[config.mk]
export PLATFORM = sky130hd
export DESIGN_NAME = flex_timer16
export DESIGN_NICKNAME = d
export VERILOG_FILES = /design/src/rtl/ft16_pkg.sv /design/src/rtl/ft16_edge_sync.sv /design/src/rtl/ft16_ctrl.sv /design/src/rtl/ft16_datapath.sv /design/src/rtl/flex_timer16.sv
export SDC_FILE = /design/constraint.sdc
export NUM_CORES = 1
export LEC_CHECK = 0
export BUFFER_PORTS_ARGS = -buffer_cell sky130_fd_sc_hd__clkbuf_2
export CAP_MARGIN = 20
export CORE_UTILIZATION = 56
export CTS_CLUSTER_SIZE = 10
export DETAILED_ROUTE_END_ITERATION = 8
export GPL_TIMING_DRIVEN = 1
export PLACE_DENSITY = 0.77
export SYNTH_ARGS = -nofsm -noshare
export SYNTH_HDL_FRONTEND = slang
export SYNTH_SLANG_ARGS = --single-unit
[constraint.sdc]
create_clock -name clk -period 4.1 [get_ports clk]
set_clock_uncertainty 0.05 [all_clocks]
set_input_delay 0.205 -clock clk [delete_from_list [all_inputs] [get_ports clk]]
set_output_delay 0.205 -clock clk [all_outputs]
set_load 0.05 [all_outputs]
[src/rtl/ft16_pkg.sv]
package ft16_pkg;
  localparam int BYTE_W = 8;
  localparam int CNT_W  = 2 * BYTE_W;
  localparam int ADDR_W = 3;

  localparam logic [ADDR_W-1:0] ADDR_CTLA   = 3'd0;
  localparam logic [ADDR_W-1:0] ADDR_CTLB   = 3'd1;
  localparam logic [ADDR_W-1:0] ADDR_CNT_LO = 3'd2;
  localparam logic [ADDR_W-1:0] ADDR_CNT_HI = 3'd3;
  localparam logic [ADDR_W-1:0] ADDR_RLD_LO = 3'd4;
  localparam logic [ADDR_W-1:0] ADDR_RLD_HI = 3'd5;

  typedef enum logic [1:0] {
    MODE_CAPT   = 2'd0,
    MODE_RELOAD = 2'd1,
    MODE_UPDOWN = 2'd2,
    MODE_BAUD   = 2'd3
  } ftMode_e;

  // strobes from control to datapath, at most one count action active
  typedef struct packed {
    logic clr;
    logic ldReload;
    logic ldOnes;
    logic inc;
    logic dec;
    logic capture;
    logic baudPulse;
  } ftStrobe_t;
endpackage

[src/rtl/ft16_edge_sync.sv]
module ft16_edge_sync #(
  parameter int STAGES = 2
) (
  input  logic clk,
  input  logic rstN,
  input  logic pinIn,
  output logic level,
  output logic fall
);
  logic [STAGES:0] shiftQ;

  always_ff @(posedge clk or negedge rstN) begin
    if (!rstN) shiftQ <= '0;
    else       shiftQ <= {shiftQ[STAGES-1:0], pinIn};
  end

  assign level = shiftQ[STAGES-1];
  assign fall  = shiftQ[STAGES] & ~shiftQ[STAGES-1];
endmodule

[src/rtl/ft16_ctrl.sv]
module ft16_ctrl
  import ft16_pkg::*;
#(
  parameter int PRE_MID_LOG = 4,
  parameter int PRE_HI_LOG  = 8,
  parameter int DIV_SLOW    = 12,
  parameter int DIV_FAST    = 4,
  parameter int SYNC_STAGES = 2
) (
  input  logic              clk,
  input  logic              rstN,
  input  logic              wrEn,
  input  logic [ADDR_W-1:0] addr,
  input  logic [BYTE_W-1:0] wrData,
  input  logic              cntPin,
  input  logic              trigPin,
  input  logic              countIsMax,
  input  logic              countIsReload,
  output ftStrobe_t         strobe,
  output ftMode_e           curMode,
  output logic              ovfFlag,
  output logic              extFlag,
  output logic [BYTE_W-1:0] ctlAByte,
  output logic [BYTE_W-1:0] ctlBByte
);
  localparam int PRE_W = PRE_HI_LOG;
  localparam int DIV_W = $clog2(DIV_SLOW);
  localparam logic [PRE_W-1:0] PRE_LIM_MID = PRE_W'((1 << PRE_MID_LOG) - 1);
  localparam logic [PRE_W-1:0] PRE_LIM_HI  = PRE_W'((1 << PRE_HI_LOG) - 1);
  localparam logic [DIV_W-1:0] DIV_LIM_SLOW = DIV_W'(DIV_SLOW - 1);
  localparam logic [DIV_W-1:0] DIV_LIM_FAST = DIV_W'(DIV_FAST - 1);

  // control A fields
  logic runEn, pinSel, capSel, extEn, rxClk, txClk;
  // control B fields
  logic downEn, autoClr, fastDiv;
  logic [1:0] preSel;

  logic cntLevel, cntFall, trigLevel, trigFall;

  ft16_edge_sync #(.STAGES(SYNC_STAGES)) u_cntSync (
    .clk(clk), .rstN(rstN), .pinIn(cntPin), .level(cntLevel), .fall(cntFall)
  );
  ft16_edge_sync #(.STAGES(SYNC_STAGES)) u_trigSync (
    .clk(clk), .rstN(rstN), .pinIn(trigPin), .level(trigLevel), .fall(trigFall)
  );

  // prescaler followed by the divide-by-12/4 stage
  logic [PRE_W-1:0] preCnt, preLimit;
  logic [DIV_W-1:0] divCnt, divLimit;
  logic preTick, timerTick;

  always_comb begin
    unique case (preSel)
      2'd0:    preLimit = '0;
      2'd1:    preLimit = PRE_LIM_MID;
      default: preLimit = PRE_LIM_HI;
    endcase
    divLimit  = fastDiv ? DIV_LIM_FAST : DIV_LIM_SLOW;
    preTick   = (preCnt >= preLimit);
    timerTick = preTick && (divCnt >= divLimit);
  end

  always_ff @(posedge clk or negedge rstN) begin
    if (!rstN) begin
      preCnt <= '0;
      divCnt <= '0;
    end else begin
      preCnt <= preTick ? '0 : preCnt + 1'b1;
      if (preTick) divCnt <= timerTick ? '0 : divCnt + 1'b1;
    end
  end

  // mode decode
  always_comb begin
    if (rxClk || txClk) curMode = MODE_BAUD;
    else if (capSel)    curMode = MODE_CAPT;
    else if (downEn)    curMode = MODE_UPDOWN;
    else                curMode = MODE_RELOAD;
  end

  logic wrCtlA, wrCtlB, wrCount, countTick, trigEvt;
  logic setOvf, setExt, togExt;

  assign wrCtlA    = wrEn && (addr == ADDR_CTLA);
  assign wrCtlB    = wrEn && (addr == ADDR_CTLB);
  assign wrCount   = wrEn && ((addr == ADDR_CNT_LO) || (addr == ADDR_CNT_HI));
  assign countTick = runEn && (pinSel ? cntFall : timerTick) && !wrCount;
  assign trigEvt   = extEn && trigFall && !wrCount;

  always_comb begin
    strobe = '0;
    setOvf = 1'b0;
    setExt = 1'b0;
    togExt = 1'b0;
    unique case (curMode)
      MODE_CAPT: begin
        if (trigEvt) begin
          strobe.capture = 1'b1;
          setExt         = 1'b1;
        end
        if (countTick && countIsMax) setOvf = 1'b1;
        if (trigEvt && autoClr) strobe.clr = 1'b1;
        else if (countTick)     strobe.inc = 1'b1;
      end
      MODE_RELOAD: begin
        if (trigEvt) begin
          strobe.ldReload = 1'b1;
          setExt          = 1'b1;
        end
        if (countTick) begin
          if (countIsMax) begin
            strobe.ldReload = 1'b1;
            setOvf          = 1'b1;
          end else if (!trigEvt) begin
            strobe.inc = 1'b1;
          end
        end
      end
      MODE_UPDOWN: begin
        if (countTick) begin
          if (trigLevel) begin
            if (countIsMax) begin
              strobe.ldReload = 1'b1;
              setOvf          = 1'b1;
              togExt          = 1'b1;
            end else begin
              strobe.inc = 1'b1;
            end
          end else begin
            if (countIsReload) begin
              strobe.ldOnes = 1'b1;
              setOvf        = 1'b1;
              togExt        = 1'b1;
            end else begin
              strobe.dec = 1'b1;
            end
          end
        end
      end
      default: begin
        if (trigEvt) setExt = 1'b1;
        if (countTick) begin
          if (countIsMax) begin
            strobe.ldReload  = 1'b1;
            strobe.baudPulse = 1'b1;
          end else begin
            strobe.inc = 1'b1;
          end
        end
      end
    endcase
  end

  // control registers and sticky flags
  logic ovfKeep, extKeep;
  assign ovfKeep = wrCtlA ? (ovfFlag & wrData[6]) : ovfFlag;
  assign extKeep = wrCtlA ? (extFlag & wrData[7]) : extFlag;

  always_ff @(posedge clk or negedge rstN) begin
    if (!rstN) begin
      {runEn, pinSel, capSel, extEn, rxClk, txClk} <= '0;
      {downEn, autoClr, fastDiv} <= '0;
      preSel  <= '0;
      ovfFlag <= 1'b0;
      extFlag <= 1'b0;
    end else begin
      if (wrCtlA) begin
        runEn  <= wrData[0];
        pinSel <= wrData[1];
        capSel <= wrData[2];
        extEn  <= wrData[3];
        rxClk  <= wrData[4];
        txClk  <= wrData[5];
      end
      if (wrCtlB) begin
        downEn  <= wrData[0];
        autoClr <= wrData[1];
        fastDiv <= wrData[2];
        preSel  <= wrData[4:3];
      end
      ovfFlag <= ovfKeep | setOvf;
      extFlag <= (extKeep | setExt) ^ togExt;
    end
  end

  assign ctlAByte = {extFlag, ovfFlag, txClk, rxClk, extEn, capSel, pinSel, runEn};
  assign ctlBByte = {3'b000, preSel, fastDiv, autoClr, downEn};
endmodule

[src/rtl/ft16_datapath.sv]
module ft16_datapath
  import ft16_pkg::*;
(
  input  logic              clk,
  input  logic              rstN,
  input  logic              wrEn,
  input  logic [ADDR_W-1:0] addr,
  input  logic [BYTE_W-1:0] wrData,
  input  ftStrobe_t         strobe,
  output logic [CNT_W-1:0]  countVal,
  output logic [CNT_W-1:0]  reloadVal,
  output logic              baudPulse,
  output logic              countIsMax,
  output logic              countIsReload
);
  assign countIsMax    = &countVal;
  assign countIsReload = (countVal == reloadVal);

  always_ff @(posedge clk or negedge rstN) begin
    if (!rstN) begin
      countVal <= '0;
    end else if (wrEn && addr == ADDR_CNT_LO) begin
      countVal[BYTE_W-1:0] <= wrData;
    end else if (wrEn && addr == ADDR_CNT_HI) begin
      countVal[CNT_W-1:BYTE_W] <= wrData;
    end else if (strobe.clr) begin
      countVal <= '0;
    end else if (strobe.ldReload) begin
      countVal <= reloadVal;
    end else if (strobe.ldOnes) begin
      countVal <= '1;
    end else if (strobe.inc) begin
      countVal <= countVal + 1'b1;
    end else if (strobe.dec) begin
      countVal <= countVal - 1'b1;
    end
  end

  always_ff @(posedge clk or negedge rstN) begin
    if (!rstN) begin
      reloadVal <= '0;
    end else if (strobe.capture) begin
      reloadVal <= countVal;
    end else if (wrEn && addr == ADDR_RLD_LO) begin
      reloadVal[BYTE_W-1:0] <= wrData;
    end else if (wrEn && addr == ADDR_RLD_HI) begin
      reloadVal[CNT_W-1:BYTE_W] <= wrData;
    end
  end

  always_ff @(posedge clk or negedge rstN) begin
    if (!rstN) baudPulse <= 1'b0;
    else       baudPulse <= strobe.baudPulse;
  end
endmodule

[src/rtl/flex_timer16.sv]
module flex_timer16
  import ft16_pkg::*;
#(
  parameter int PRE_MID_LOG = 4,
  parameter int PRE_HI_LOG  = 8,
  parameter int DIV_SLOW    = 12,
  parameter int DIV_FAST    = 4,
  parameter int SYNC_STAGES = 2
) (
  input  logic              clk,
  input  logic              rstN,
  input  logic              busWrEn,
  input  logic [ADDR_W-1:0] busAddr,
  input  logic [BYTE_W-1:0] busWrData,
  output logic [BYTE_W-1:0] busRdData,
  input  logic              cntPin,
  input  logic              trigPin,
  output logic              irqReq,
  output logic              ovfFlag,
  output logic              extFlag,
  output logic              baudPulse
);
  ftStrobe_t         strobe;
  ftMode_e           curMode;
  logic [CNT_W-1:0]  countVal, reloadVal;
  logic              countIsMax, countIsReload;
  logic [BYTE_W-1:0] ctlAByte, ctlBByte;

  ft16_ctrl #(
    .PRE_MID_LOG(PRE_MID_LOG), .PRE_HI_LOG(PRE_HI_LOG),
    .DIV_SLOW(DIV_SLOW), .DIV_FAST(DIV_FAST), .SYNC_STAGES(SYNC_STAGES)
  ) u_ctrl (
    .clk(clk), .rstN(rstN), .wrEn(busWrEn), .addr(busAddr), .wrData(busWrData),
    .cntPin(cntPin), .trigPin(trigPin),
    .countIsMax(countIsMax), .countIsReload(countIsReload),
    .strobe(strobe), .curMode(curMode), .ovfFlag(ovfFlag), .extFlag(extFlag),
    .ctlAByte(ctlAByte), .ctlBByte(ctlBByte)
  );

  ft16_datapath u_dp (
    .clk(clk), .rstN(rstN), .wrEn(busWrEn), .addr(busAddr), .wrData(busWrData),
    .strobe(strobe), .countVal(countVal), .reloadVal(reloadVal),
    .baudPulse(baudPulse), .countIsMax(countIsMax), .countIsReload(countIsReload)
  );

  assign irqReq = ovfFlag | (extFlag & (curMode != MODE_UPDOWN));

  always_comb begin
    unique case (busAddr)
      ADDR_CTLA:   busRdData = ctlAByte;
      ADDR_CTLB:   busRdData = ctlBByte;
      ADDR_CNT_LO: busRdData = countVal[BYTE_W-1:0];
      ADDR_CNT_HI: busRdData = countVal[CNT_W-1:BYTE_W];
      ADDR_RLD_LO: busRdData = reloadVal[BYTE_W-1:0];
      ADDR_RLD_HI: busRdData = reloadVal[CNT_W-1:BYTE_W];
      default:     busRdData = '0;
    endcase
  end
endmodule

Word level (Yosys, flattened, before mapping). Cells that the tools add are included.

$add $sub $neg: 4. $lt $le $gt $ge: 2. Eq/ne operators: 12. Muxes and demuxes: 56. Bitwise logic cells: 12. Reductions and logical operators: 29.

Operator list (count): 16-bit 2-to-1 mux (6); 8-bit 2-to-1 mux (7); 8-bit case mux with 6 select lines (1); 1-bit 2-to-1 mux (32); 16-bit by 1-bit adder with 16-bit output, second input constant (1); 16-bit equality test (1); 8-bit case mux with 2 select lines (1); 16-bit AND reduction (1); 16-bit by 1-bit subtractor with 16-bit output, second input constant (1); 1-bit logical AND (14); 4-bit 2-to-1 mux (3); 6-bit nonzero test (2); 1-bit case mux with 3 select lines (3); 8-bit by 1-bit adder with 8-bit output, second input constant (1); 8-bit >= comparator (1); 3-bit by 2-bit equality test with 1-bit output, second input constant (2); 3-bit equality test, second input constant (2); 2-bit 2-to-1 mux (3); 2-bit AND reduction (3); 1-bit AND (5); 4-bit by 1-bit adder with 4-bit output, second input constant (1); 2-bit by 1-bit equality test with 1-bit output, second input constant (2); 4-bit >= comparator (1); 2-bit zero test (2); 12 further kinds (19).

Register bits after elaboration: 64. Bits of input ports: 16. Output and inout bits: 12. Logic and storage cells: 136.

Depth between registers and ports, before layout. Gate-level depths: netlist of run 1.

Depth in word-level cells: 16. Mapped depth: 15. Depth with buffers taken out: 15.

Modules after synthesis. Synthesis of run 1 repeated with hierarchy kept, for this count alone.

Cells, all modules: 574. Area total of the unflattened synthesis: 5121.2 sq um.

Modules (own cells, without submodules): ft16_datapath (instances 1, cells an instance 339, area an instance 2841.5 sq um, seq. area each 825.8 sq um); ft16_ctrl (instances 1, cells an instance 169, area an instance 1601.5 sq um, seq. area each 625.6 sq um); flex_timer16 (instances 1, cells an instance 58, area an instance 500.5 sq um, seq. area each 0.0 sq um); ft16_edge_sync (instances 2, cells an instance 4, area an instance 88.8 sq um, seq. area each 75.1 sq um).

Least setup slack after synthesis of run 1. Ideal clock, no wire load.

Kind: register to register. From: register u_ctrl.preSel[1]. To: register u_dp.countVal[14]. Setup time: 0.126 ns. Data arrival time: 4.274 ns. Required time: 3.924 ns. Path slack: -0.350 ns. Stages on the path, launching flop included: 16. Period minus slack after synthesis: 4.450 ns. Cell sequence: dfrtp_1 > nor2_1 > ha_1 > or3_1 > a221o_1 > a2111o_2 > and2_4 > nand2b_1 > ha_1 > a2111oi_0 > o21ai_1 > a21oi_1 > nor4_1 > nor4_1 > a211oi_2 > o32a_1.

Word-level cells in the longest chain between the ends: 15. Elaborated cells between the ends (all ways): 26. Those cells by class: order compare (1); eq/ne (1); mux (18); reduce/logical (6).

RTL lines: start: declaration (RTL line ft16_ctrl.sv:37) `logic [1:0] preSel;`; start signal: assignment (RTL line ft16_ctrl.sv:180) `preSel <= wrData[4:3];`; 2-bit by 1-bit equality test with 1-bit output / 2-bit zero test (equally long branches) (RTL line ft16_ctrl.sv:54) `unique case (preSel)`; 8-bit case mux with 2 select lines * (RTL line ft16_ctrl.sv:54); 8-bit >= comparator * (RTL line ft16_ctrl.sv:60) `preTick = (preCnt >= preLimit);`; 1-bit logical AND * (RTL line ft16_ctrl.sv:61) `timerTick = preTick && (divCnt >= divLimit);`; 1-bit 2-to-1 mux * (RTL line ft16_ctrl.sv:88) `assign countTick = runEn && (pinSel ? cntFall : timerTick) && !wrCount;`; 1-bit logical AND * (2 in series) (RTL line ft16_ctrl.sv:88); 1-bit 2-to-1 mux (RTL line ft16_ctrl.sv:104) `else if (countTick) strobe.inc = 1'b1;`; 1-bit 2-to-1 mux (RTL line ft16_ctrl.sv:103) `if (trigEvt && autoClr) strobe.clr = 1'b1;`; 1-bit case mux with 3 select lines (RTL line ft16_ctrl.sv:96) `unique case (curMode)`; 16-bit 2-to-1 mux (RTL line ft16_datapath.sv:32) `end else if (strobe.inc) begin`; 16-bit 2-to-1 mux (RTL line ft16_datapath.sv:30) `end else if (strobe.ldOnes) begin`; 16-bit 2-to-1 mux (RTL line ft16_datapath.sv:28) `end else if (strobe.ldReload) begin`; 16-bit 2-to-1 mux (RTL line ft16_datapath.sv:26) `end else if (strobe.clr) begin`; 8-bit 2-to-1 mux (RTL line ft16_datapath.sv:24) `end else if (wrEn && addr == ADDR_CNT_HI) begin`; end signal: indexed assignment (RTL line ft16_datapath.sv:23) `countVal[BYTE_W-1:0] <= wrData;`; end signal: indexed assignment (RTL line ft16_datapath.sv:25) `countVal[CNT_W-1:BYTE_W] <= wrData;`; end signal: assignment (RTL line ft16_datapath.sv:29) `countVal <= reloadVal;`; end: declaration (RTL line ft16_datapath.sv:10) `output logic [CNT_W-1:0] countVal,`.

Mark *: on every way between the ends. The rest lies on a longest branch, timed or not. A chain may end at the register's enable or synchronous reset.

Final worst setup path of run 1.
From: register u_ctrl.preSel[0]. To: register u_dp.countVal[11].

The elaborated chain is that of the path after synthesis.

==> impl_metrics.env, run 1 <==
export IMPL_status="finished clean"
export IMPL_overflow=0
export IMPL_io_buffers=27
export IMPL_gr_usage_all_layers_pct=32.4
export IMPL_die_w_um=94.7
export IMPL_ff2ff_setup_slack_ns=0.1
export IMPL_fin_area_sq_um=5450
export IMPL_period_share_pct=97.6
export IMPL_worstSetupStartpointType="flop"
export IMPL_max_freq_mhz=250
export IMPL_cts_root_buf="clkbuf_8"
export IMPL_synth_edff_count=0
export IMPL_crit_required_ns=4.27
export IMPL_yosysWarnings=0
export IMPL_finalHoldViolations=0
export IMPL_layout_commonest_cell="dfrtp_1"
export IMPL_gp_congestion=0.972
export IMPL_num_antenna_cells=0
export IMPL_layout_cells_most_common_list="dfrtp_1 (64), nand2_1 (50), a21oi_1 (30), nor2_1 (28), o21ai_0 (27)"
export IMPL_cts_sinks=64
export IMPL_syn_inst=515
export IMPL_area_delta_synth_final_pct=13.3
export IMPL_floorplan_initialDensity_pct=58.3
export IMPL_placed_area_sq_um=5110
export IMPL_grt_start_max_net_pins=34
export IMPL_drtPass1Iterations=6
export IMPL_grt_pass1_vias=4181
export IMPL_antenna_found_initial=0
export IMPL_vias=4456
export IMPL_setup_violations_final=0
export IMPL_cts_made_buffers=9
export IMPL_coreArea_sq_um=8260
export IMPL_drv_slew=0
export IMPL_power_w=0.00373
export IMPL_vdd_drop_max_mv=0.512
export IMPL_min_period_ns=4.00
export IMPL_pin_count=28
export IMPL_htreeDepth=3
export IMPL_yosys_most_used_dff="dfrtp_1"
export IMPL_finalNetCount=594
export IMPL_postRouteAntennaNets=0
export IMPL_critical_path_class="flop to flop"
export IMPL_netlist_area_sq_um=4810
export IMPL_synth_cell_type_count=68
export IMPL_synth_nets=554
export IMPL_grt_pass1_wl_mm=21.8
export IMPL_fillCellCount=650
export IMPL_leakage_nw=2.27
export IMPL_wl_mm=14.1
export IMPL_cp_max_fo=5
export IMPL_cts_path_max_buffers=2
export IMPL_cts_clk_slew_worst_paths_ns=0.07
export IMPL_maxCapViolCount=0
export IMPL_ys_ff_latch=64
export IMPL_relSlewSlack_pct=26.4
export IMPL_rows=33
export IMPL_rsz0062_at_grt="true"
export IMPL_postSynthAreaPerCell_sq_um=9.35
export IMPL_dp_hpwl_mm=10.1
export IMPL_final_seq_area_sq_um=1600
export IMPL_die_area_sq_um=8970
export IMPL_synth_seq_area_share_pct=33.3
export IMPL_hold_slack_ns=0.155
export IMPL_multi_input_area_sq_um=3180
export IMPL_min_path_type="input pin to flop"
export IMPL_die_h_um=94.7
export IMPL_post_route_drc_count=0
export IMPL_critPathCaptureType="flop"
export IMPL_drt_initial_drc_count=408
export IMPL_crit_arrival_ns=4.17
export IMPL_clk_latency_ns=0.35
export IMPL_drive_above_1_share_pct=22.5
export IMPL_async_reset_ff_share_pct=100
export IMPL_cts_tree="built"
export IMPL_worst_slew_pin_slew_ns=1.10
export IMPL_vias_per_cell=6.70
export IMPL_p_per_area_nw_per_um2=683
export IMPL_wl_per_cell_um=21.2
-- path summary, 6_finish.rpt --
path / cells after the start / from / endpoint
max: 15 / u_ctrl.preSel[0] / u_dp.countVal[11]
min: 3 / busWrData[1] / u_ctrl.autoClr
max reg2reg: 15 / u_ctrl.preSel[0] / u_dp.countVal[11]
min reg2reg: 0 / u_ctrl.u_trigSync.shiftQ[0] / u_ctrl.u_trigSync.shiftQ[1]
max in group asynchronous: 3 / rstN / u_dp.reloadVal[14]
min in group asynchronous: 2 / rstN / u_ctrl.divCnt[2]
-- area by class of cell --
class	count	share of cell area [%]
Multi-Input combinational cell	418	58.4
Clock buffer	10	2.34
Inverter	9	0.619
Timing Repair Buffer	53	6.22
Sequential cell	64	29.4
Tap cell	105	2.41
Clock inverter	6	0.665
-- registers in the layout, summed over array words and instances (netlist names) --
signal	cells
u_dp.countVal	16
u_dp.reloadVal	16
u_ctrl.preCnt	8
u_ctrl.divCnt	4
u_ctrl.u_cntSync.shiftQ	3
u_ctrl.u_trigSync.shiftQ	3
u_ctrl.preSel	2
u_ctrl.autoClr	1
u_ctrl.capSel	1
u_ctrl.downEn	1
u_ctrl.extEn	1
u_ctrl.extFlag	1
u_ctrl.fastDiv	1
u_ctrl.ovfFlag	1
u_ctrl.pinSel	1
u_ctrl.runEn	1
u_ctrl.rxClk	1
u_ctrl.txClk	1
u_dp.baudPulse	1
-- synth_stat cells (3+ instances only) --
library cell  count  share of area, %
and2_1            3              0.39
o31ai_1          14               2.2
mux2i_1          24               5.0
nand2_1          51               4.0
nor2b_1           8               1.0
nor4_1            7              0.91
o21ai_0          29               3.0
mux4_2            4               1.9
nor2_1           29               2.3
buf_2             3              0.31
nand3_1          12               1.2
a21o_1            6              0.94
and3_1            3              0.39
dfrtp_1          64                33
nor3_1           10               1.0
o32a_1           11               2.3
a31oi_1           3              0.39
a22oi_1           6              0.94
xnor2_1          10               1.8
mux2_2           13               3.0
xor2_1           26               4.7
o22ai_1           6              0.78
buf_6             3              0.70
o21ai_1           4              0.42
a21oi_1          33               3.4
nand4_1           6              0.78
a22o_1            3              0.55
a21boi_0          3              0.47
o21a_1            6              0.94
a211oi_1          6              0.94
ha_1             22               5.7
nand2b_1          8               1.0
inv_1             9              0.70
a211oi_2         10               2.6
clkbuf_1         18               1.4
-- worst max-delay path: stages, from the launching register on --
cell and delay, ns:
dfrtp_1 0.39, nor2_2 0.13, ha_1 0.25, or3_1 0.32, a221o_1 0.34, a2111o_2 0.44
and2_4 0.18, nand2b_4 0.13, ha_4 0.23, a2111oi_4 0.41, o21ai_2 0.15, a31oi_2 0.23
nor2b_2 0.18, xor2_1 0.18, a211oi_2 0.09, o32a_1 0.20
-- report_power, final --
| group | switching (W) | internal, W | leakage (nW) |
|---|---|---|---|
| combinational | 0.00107 | 0.000953 | 1.42 |
| sequential | 0.000379 | 0.000846 | 0.761 |
| clock | 0.000260 | 0.000216 | 0.0858 |
| total | 0.00171 | 0.00202 | 2.27 |
-- stage by stage --
| step | util, % | TNS, ns | cells | setup slack (ns) |
|---|---|---|---|---|
| 4_1_cts | 64.5 | -0.0568 | 659 | -0.0402 |
| 5_1_grt | 66.0 | -0.173 | 665 | -0.0733 |
| 3_5_place_dp | 61.9 | -0.300 | 640 | -0.0936 |
| 6_report | 66.0 | 0 | 665 | 0.0980 |
| 2_1_floorplan | - | 0 | 515 | 0.0279 |
| 3_3_place_gp | 61.9 | 0 | 640 | 0.0281 |
-- metal layers --
metal | GRT usage (%) | share of wire [%] | wire length (um)
met1 | 41.4 | 42 | 5870
met2 | 53.0 | 47 | 6580
met3 | 6.92 | 8.2 | 1160
met4 | 13.4 | 3.4 | 480
met5 | 0 | 0 | 0
-- cell families (layout without fill, tap and decap cells) --
family / count (synthesis) / in the layout / share of synthesized area, %
DFF: 64 / 64 / 33.3
AOI/OAI and AO/OA: 165 / 165 / 25.0
xor gates and xnor gates: 36 / 36 / 6.55
adders and majority gates: 23 / 23 / 6.13
muxes: 41 / 41 / 9.90
and+or+nand+nor: 152 / 153 / 16.0
buffers and inverters: 34 / 78 / 3.20
-- what timing repair did --
action,in CTS,in global routing
hold buffers,3,0
endpoints found under the setup margin,5,9
pin swaps,2,13
resized for setup,7,16
endpoints found under the hold margin,33,0
cloned,0,1
buffers inserted,0,4
(Power assumes the default switching activity.)
==> run 2: changes to the inputs <==
--- a/config.mk
+++ b/config.mk
@@ -7,11 +7,13 @@
 export LEC_CHECK = 0
 export BUFFER_PORTS_ARGS = -buffer_cell sky130_fd_sc_hd__clkbuf_2
 export CAP_MARGIN = 20
-export CORE_UTILIZATION = 56
+export CELL_PAD_IN_SITES_DETAIL_PLACEMENT = 2
+export CELL_PAD_IN_SITES_GLOBAL_PLACEMENT = 2
+export CORE_UTILIZATION = 36
 export CTS_CLUSTER_SIZE = 10
 export DETAILED_ROUTE_END_ITERATION = 8
 export GPL_TIMING_DRIVEN = 1
-export PLACE_DENSITY = 0.77
+export PLACE_DENSITY = 0.75
 export SYNTH_ARGS = -nofsm -noshare
 export SYNTH_HDL_FRONTEND = slang
 export SYNTH_SLANG_ARGS = --single-unit
==> run 2 against run 1 <==
- the flow now finishes with violations (negative setup slack)
- combinational power increased by 25%
- clock power increased by 75%
- non-clock buffer count increased by 19
- register-to-register slack got worse by 0.34 ns
- global-route usage decreased by 4.6 points
- sequential share of layout area decreased by 2.6 points
- largest cell class unchanged
- largest power group unchanged
==> impl_metrics.env, run 2 (same netlist as run 1, synthesis figures left out) <==
export IMPL_status="finished with violations"
export IMPL_violations="negative setup slack"
export IMPL_leakage_nw=2.46
export IMPL_maxCapViolCount=0
export IMPL_rsz0062_at_grt="true"
export IMPL_crit_required_ns=4.33
export IMPL_cp_max_fo=8
export IMPL_cts_made_buffers=9
export IMPL_clk_latency_ns=0.35
export IMPL_post_route_drc_count=0
export IMPL_power_internal_w=0.00249
export IMPL_setup_ws_ns=-0.240
export IMPL_area_delta_synth_final_pct=24.2
export IMPL_antenna_found_initial=0
export IMPL_grt_pass1_vias=4904
export IMPL_critPathCaptureType="flop"
export IMPL_path_delay_family="simple AND/OR/NAND/NOR gates"
export IMPL_grt_start_max_net_pins=35
export IMPL_startpoint="u_ctrl.preSel[0]"
export IMPL_drv_slew=0
export IMPL_floorplan_initialDensity_pct=37.5
export IMPL_pwr_share_seq_pct=26.8
export IMPL_wl_per_cell_um=26.3
export IMPL_pin_count=28
export IMPL_htreeDepth=3
export IMPL_cts_root_buf="clkbuf_16"
export IMPL_p_comb_share_pct=55.2
export IMPL_wl_mm=19.8
export IMPL_overflow=0
export IMPL_cts_sinks=64
export IMPL_drtPass1Iterations=5
export IMPL_die_w_um=118
export IMPL_die_area_sq_um=13800
export IMPL_cp_num_buf_inv=2
export IMPL_reg_top3="u_dp.countVal: 16 flops, u_dp.reloadVal: 16 flops, u_ctrl.preCnt: 8 flops"
export IMPL_crit_arrival_ns=4.57
export IMPL_coreArea_sq_um=12800
export IMPL_drive_above_1_share_pct=28.4
export IMPL_dp_cells=710
export IMPL_cts_path_max_buffers=2
export IMPL_num_antenna_cells=0
export IMPL_dp_hpwl_mm=13.4
export IMPL_hold_start="busWrData[1]"
export IMPL_vdd_drop_max_mv=0.257
export IMPL_cts_clk_slew_worst_paths_ns=0.06
export IMPL_critical_path_class="flop to flop"
export IMPL_critPathMaxStageDelay_ns=0.49
export IMPL_clockPowerShare_pct=18.0
export IMPL_path_cells="nor2_2 > ha_1 > or3_1 > a221o_1 > a2111o_2 > and2_4 > nand2b_4 > buf_6 > ha_1 > nand2_1 > nor3_4 > a31oi_2 > buf_4 > nor2b_4 > xor2_1 > a211oi_2 > o32a_1"
export IMPL_finalHoldViolations=0
export IMPL_gp_congestion=0.863
export IMPL_cts_tree="built"
export IMPL_vias_per_cell=6.10
export IMPL_instances_no_fill=750
export IMPL_p_sw_share_pct=46.0
export IMPL_gr_usage_all_layers_pct=27.8
export IMPL_r2r_start="u_ctrl.preSel[0]"
export IMPL_relSlewSlack_pct=30.3
export IMPL_min_path_type="input pin to flop"
export IMPL_max_freq_mhz=230
export IMPL_p_per_area_nw_per_um2=771
export IMPL_min_period_ns=4.34
export IMPL_p_sw_w=0.00212
export IMPL_finalNetCount=612
export IMPL_setup_violations_final=8
export IMPL_worstSetupStartpointType="flop"
export IMPL_io_buffers=27
export IMPL_utilization_pct=46.6
export IMPL_vias=4575
export IMPL_rows=41
export IMPL_fin_tns_setup_ns=-1.07
export IMPL_critPathSlowestCell="a2111o_2"
export IMPL_drt_initial_drc_count=335
export IMPL_worst_slew_pin_slew_ns=1.04
export IMPL_layout_commonest_cell="dfrtp_1"
export IMPL_die_h_um=118
export IMPL_layout_cells_most_common_list="dfrtp_1 (64), nand2_1 (51), buf_4 (40), nor2_1 (27)"
export IMPL_grt_pass1_wl_mm=29.1
export IMPL_period_share_pct=106
export IMPL_postRouteAntennaNets=0
export IMPL_cp_common_cell="ha_1"
run 2: cell count changes in the layout (fill, tap and decap cells not counted), sizes merged:
cell and delta:
bufinv +1, buf +18, clkbuf +1, nand2b -1, clkinv -5, inv +4
run 2: repair_timing:
action | in CTS | in global routing
gates resized for setup | 21 | 30
endpoints found under the hold margin | 33 | 0
setup endpoints to repair | 6 | 9
buffers inserted | 7 | 13
hold buffers | 3 | 0
pin swaps | 10 | 27
run 2: power groups by stage:
stage,Clock (W),Sequential [W],Combinational (W)
CTS,0.000847,0.00121,0.00224
global route,0.000864,0.00124,0.00273
detailed placement,0,0.00122,0.00207
global placement,0,0.00120,0.00196
finish,0.000831,0.00123,0.00254
floorplan,0,0.00109,0.00148
run 2: per-stage QoR:
stage	instance area [sq um]	power (W)	hold slack [ns]	worst slack (ns)
2_1_floorplan	4830	0.00257	-0.141	0.0279
3_3_place_gp	5220	0.00316	0.223	0.0107
3_5_place_dp	5220	0.00329	0.250	-0.214
4_1_cts	5720	0.00430	0.190	0.0114
5_1_grt	5980	0.00484	0.237	-0.436
6_report	5980	0.00461	0.209	-0.240
run 2: final timing paths:
kind | to | slack (ns) | depth (start not counted)
max | u_dp.countVal[11] | -0.24 | 17
max reg2reg | u_dp.countVal[11] | -0.24 | 17
min in group asynchronous | u_ctrl.txClk | 0.40 | 2
min reg2reg | u_ctrl.u_trigSync.shiftQ[1] | 0.30 | 0
max in group asynchronous | u_dp.countVal[5] | 2.59 | 3
min | u_ctrl.autoClr | 0.21 | 3
run 2: area by class of cell:
class	instances	area (sq um)
fill	1367	6850
multi-input combinational	417	3330
sequential	64	1600
clock buffer	10	239
inverter	9	33.8
clock inverter	6	72.6
timing repair buffer	72	484
tap	172	215
run 2: worst reg2reg max path: stages, from the launching register on:
cell and delay (ns):
dfrtp_1 0.40, nor2_2 0.14, ha_1 0.26, or3_1 0.32, a221o_1 0.36, a2111o_2 0.49
and2_4 0.17, nand2b_4 0.16, buf_6 0.15, ha_1 0.23, nand2_1 0.14, nor3_4 0.39
a31oi_2 0.17, buf_4 0.16, nor2b_4 0.12, xor2_1 0.17, a211oi_2 0.22, o32a_1 0.17
run 2: layer usage:
layer	routed length (um)	share of wire, %	track usage [%]
met2	9500	48	45.7
met4	618	3.1	11.9
met1	8730	44	35.5
met3	909	4.6	5.18
met5	0	0	0
==> run 3: changes to the inputs <==
--- a/config.mk
+++ b/config.mk
@@ -9,11 +9,11 @@
 export CAP_MARGIN = 20
 export CELL_PAD_IN_SITES_DETAIL_PLACEMENT = 2
 export CELL_PAD_IN_SITES_GLOBAL_PLACEMENT = 2
-export CORE_UTILIZATION = 36
+export CORE_UTILIZATION = 39
 export CTS_CLUSTER_SIZE = 10
 export DETAILED_ROUTE_END_ITERATION = 8
 export GPL_TIMING_DRIVEN = 1
-export PLACE_DENSITY = 0.75
+export PLACE_DENSITY = 0.78
 export SYNTH_ARGS = -nofsm -noshare
 export SYNTH_HDL_FRONTEND = slang
 export SYNTH_SLANG_ARGS = --single-unit
==> constraint.sdc (replaced) <==
create_clock -name clk -period 4.4 [get_ports clk]
set_clock_uncertainty 0.05 [all_clocks]
set_input_delay 0.22 -clock clk [delete_from_list [all_inputs] [get_ports clk]]
set_output_delay 0.22 -clock clk [all_outputs]
set_load 0.05 [all_outputs]
==> run 3 against run 2 <==
- the run now ends clean
- wire length is 7.5% lower
- final cell count down 6.1%
- sequential power fell by 6%
- core utilization is 0.094 points lower
- non-clock buffer count down 21
- total power fell by 16%
- combinational power shrank 23%
- fmax grew 1.6%
- first-iteration DRC count shrank 20%
- sequential share of layout area grew 1.9 points
- die area shrank 7.6%
- clock-buffer cell count grew 3
==> impl_metrics.env, run 3 (same netlist as run 1, synthesis figures left out) <==
export IMPL_dp_hpwl_mm=13.1
export IMPL_grt_use_met3_pct=5.89
export IMPL_crit_required_ns=4.57
export IMPL_gr_usage_all_layers_pct=30.2
export IMPL_wl_per_cell_um=26.0
export IMPL_overflow=0
export IMPL_cp_max_fo=12
export IMPL_drt_initial_drc_count=269
export IMPL_crit_arrival_ns=4.44
export IMPL_drive_above_1_share_pct=21.9
export IMPL_cts_sinks=64
export IMPL_coreArea_sq_um=12000
export IMPL_reg_top3="u_dp.countVal: 16 flops, u_dp.reloadVal: 16 flops, u_ctrl.preCnt: 8 flops"
export IMPL_die_h_um=113
export IMPL_cts_root_buf="clkbuf_16"
export IMPL_critical_path_class="flop to flop"
export IMPL_io_buffers=27
export IMPL_postRouteAntennaNets=0
export IMPL_cts_tree="built"
export IMPL_p_comb_share_pct=50.9
export IMPL_cts_made_buffers=9
export IMPL_p_per_area_nw_per_um2=692
export IMPL_layout_cells_most_common_list="dfrtp_1 (64), nand2_1 (51), a21oi_1 (30), nor2_1 (28), o21ai_0 (27)"
export IMPL_finalHoldViolations=0
export IMPL_status="finished clean"
export IMPL_worstSetupStartpointType="flop"
export IMPL_max_freq_mhz=234
export IMPL_antenna_found_initial=0
export IMPL_power_internal_w=0.00213
export IMPL_maxCapViolCount=0
export IMPL_grt_pass1_vias=4947
export IMPL_vias_per_cell=6.42
export IMPL_relSlewSlack_pct=26.5
export IMPL_use_met2_pct=52.5
export IMPL_setup_ws_ns=0.127
export IMPL_clk_latency_ns=0.34
export IMPL_gr_usage_met1_pct=36.9
export IMPL_leakage_nw=2.31
export IMPL_pre_cts_ws_ns=-0.119
export IMPL_grt_pass1_wl_mm=28.6
export IMPL_min_path_type="input pin to flop"
export IMPL_rsz0062_at_grt="true"
export IMPL_cts_clk_slew_worst_paths_ns=0.06
export IMPL_clockPowerShare_pct=19.0
export IMPL_post_route_drc_count=0
export IMPL_period_share_pct=97.1
export IMPL_grt_busiest_layer="met2"
export IMPL_worst_slew_pin_slew_ns=1.10
export IMPL_min_period_ns=4.27
export IMPL_wl_mm=18.3
export IMPL_area_delta_synth_final_pct=16.1
export IMPL_drtPass1Iterations=5
export IMPL_htreeDepth=3
export IMPL_vias=4520
export IMPL_hold_slack_ns=0.164
export IMPL_die_area_sq_um=12800
export IMPL_grt_start_max_net_pins=45
export IMPL_critPathCaptureType="flop"
export IMPL_p_sw_share_pct=44.9
export IMPL_pin_count=28
export IMPL_gp_congestion=0.850
export IMPL_rows=40
export IMPL_p_sw_w=0.00173
export IMPL_num_antenna_cells=0
export IMPL_setup_violations_final=0
export IMPL_vdd_drop_max_mv=0.303
export IMPL_drv_slew=0
export IMPL_pwr_share_seq_pct=30.1
export IMPL_die_w_um=113
export IMPL_floorplan_initialDensity_pct=40.1
export IMPL_layout_commonest_cell="dfrtp_1"
export IMPL_utilization_pct=46.5
export IMPL_finalNetCount=591
export IMPL_cts_path_max_buffers=2
-- run 3: layout make-up --
type	instances	area [sq um]
Timing Repair Buffer	51	324
Clock inverter	3	40.0
Clock buffer	13	260
Inverter	9	33.8
Sequential cell	64	1600
Fill cell	1309	6420
Tap cell	147	184
Multi-Input combinational cell	417	3140
-- run 3: worst paths after layout --
kind                                              from                          end  slack, ns  cells past startpoint
hold reg to reg            u_ctrl.u_trigSync.shiftQ[0]  u_ctrl.u_trigSync.shiftQ[1]       0.30                      0
min in group asynchronous                         rstN                u_ctrl.pinSel       0.31                      2
hold / removal                            busWrData[1]               u_ctrl.autoClr       0.16                      3
setup reg to reg                      u_ctrl.preSel[1]            u_dp.countVal[15]       0.13                     16
setup / recovery                      u_ctrl.preSel[1]            u_dp.countVal[15]       0.13                     16
max in group asynchronous                         rstN           u_dp.reloadVal[13]       2.98                      3
-- run 3: critical path, stage by stage (launching register included) --
cell and delay, ns:
dfrtp_1 0.39, nor2_2 0.14, ha_1 0.26, or3_1 0.32, a221o_1 0.38, a2111o_2 0.45
and2_4 0.18, nand2b_2 0.11, buf_6 0.17, ha_2 0.28, nor3_2 0.09, nor3_2 0.40
a21oi_1 0.16, o31ai_2 0.31, xnor2_1 0.18, mux2i_1 0.21, o21ai_1 0.09
-- run 3: per-stage QoR --
| stage | power, W | area, sq um | setup TNS (ns) | std cells |
|---|---|---|---|---|
| 2_1_floorplan | 0.00238 | 4820 | 0 | 515 |
| 3_3_place_gp | 0.00288 | 5130 | 0 | 680 |
| 3_5_place_dp | 0.00299 | 5130 | -0.219 | 680 |
| 4_1_cts | 0.00378 | 5490 | 0 | 699 |
| 5_1_grt | 0.00408 | 5590 | -0.113 | 704 |
| 6_report | 0.00386 | 5590 | 0 | 704 |
-- run 3: what timing repair did --
| action | 4_1_cts | 5_1_grt |
|---|---|---|
| hold endpoints to repair | 22 | 0 |
| buffers inserted | 0 | 3 |
| hold buffers | 3 | 0 |
| setup endpoints to repair | 6 | 9 |
| pin swaps | 0 | 7 |
| resized for setup | 5 | 18 |
-- run 3: power by group through the flow --
stage	clock network [W]	registers (W)	logic [W]
finish	0.000736	0.00116	0.00196
global route	0.000763	0.00118	0.00213
CTS	0.000748	0.00115	0.00188
detailed placement	0	0.00115	0.00183
global placement	0	0.00114	0.00174
floorplan	0	0.00102	0.00137
-- run 3: metal layers --
layer,up-vias,part of all wire [%]
li1,2013,-
met1,2332,42
met2,135,50
met3,40,4.6
met4,0,3.5
met5,-,0
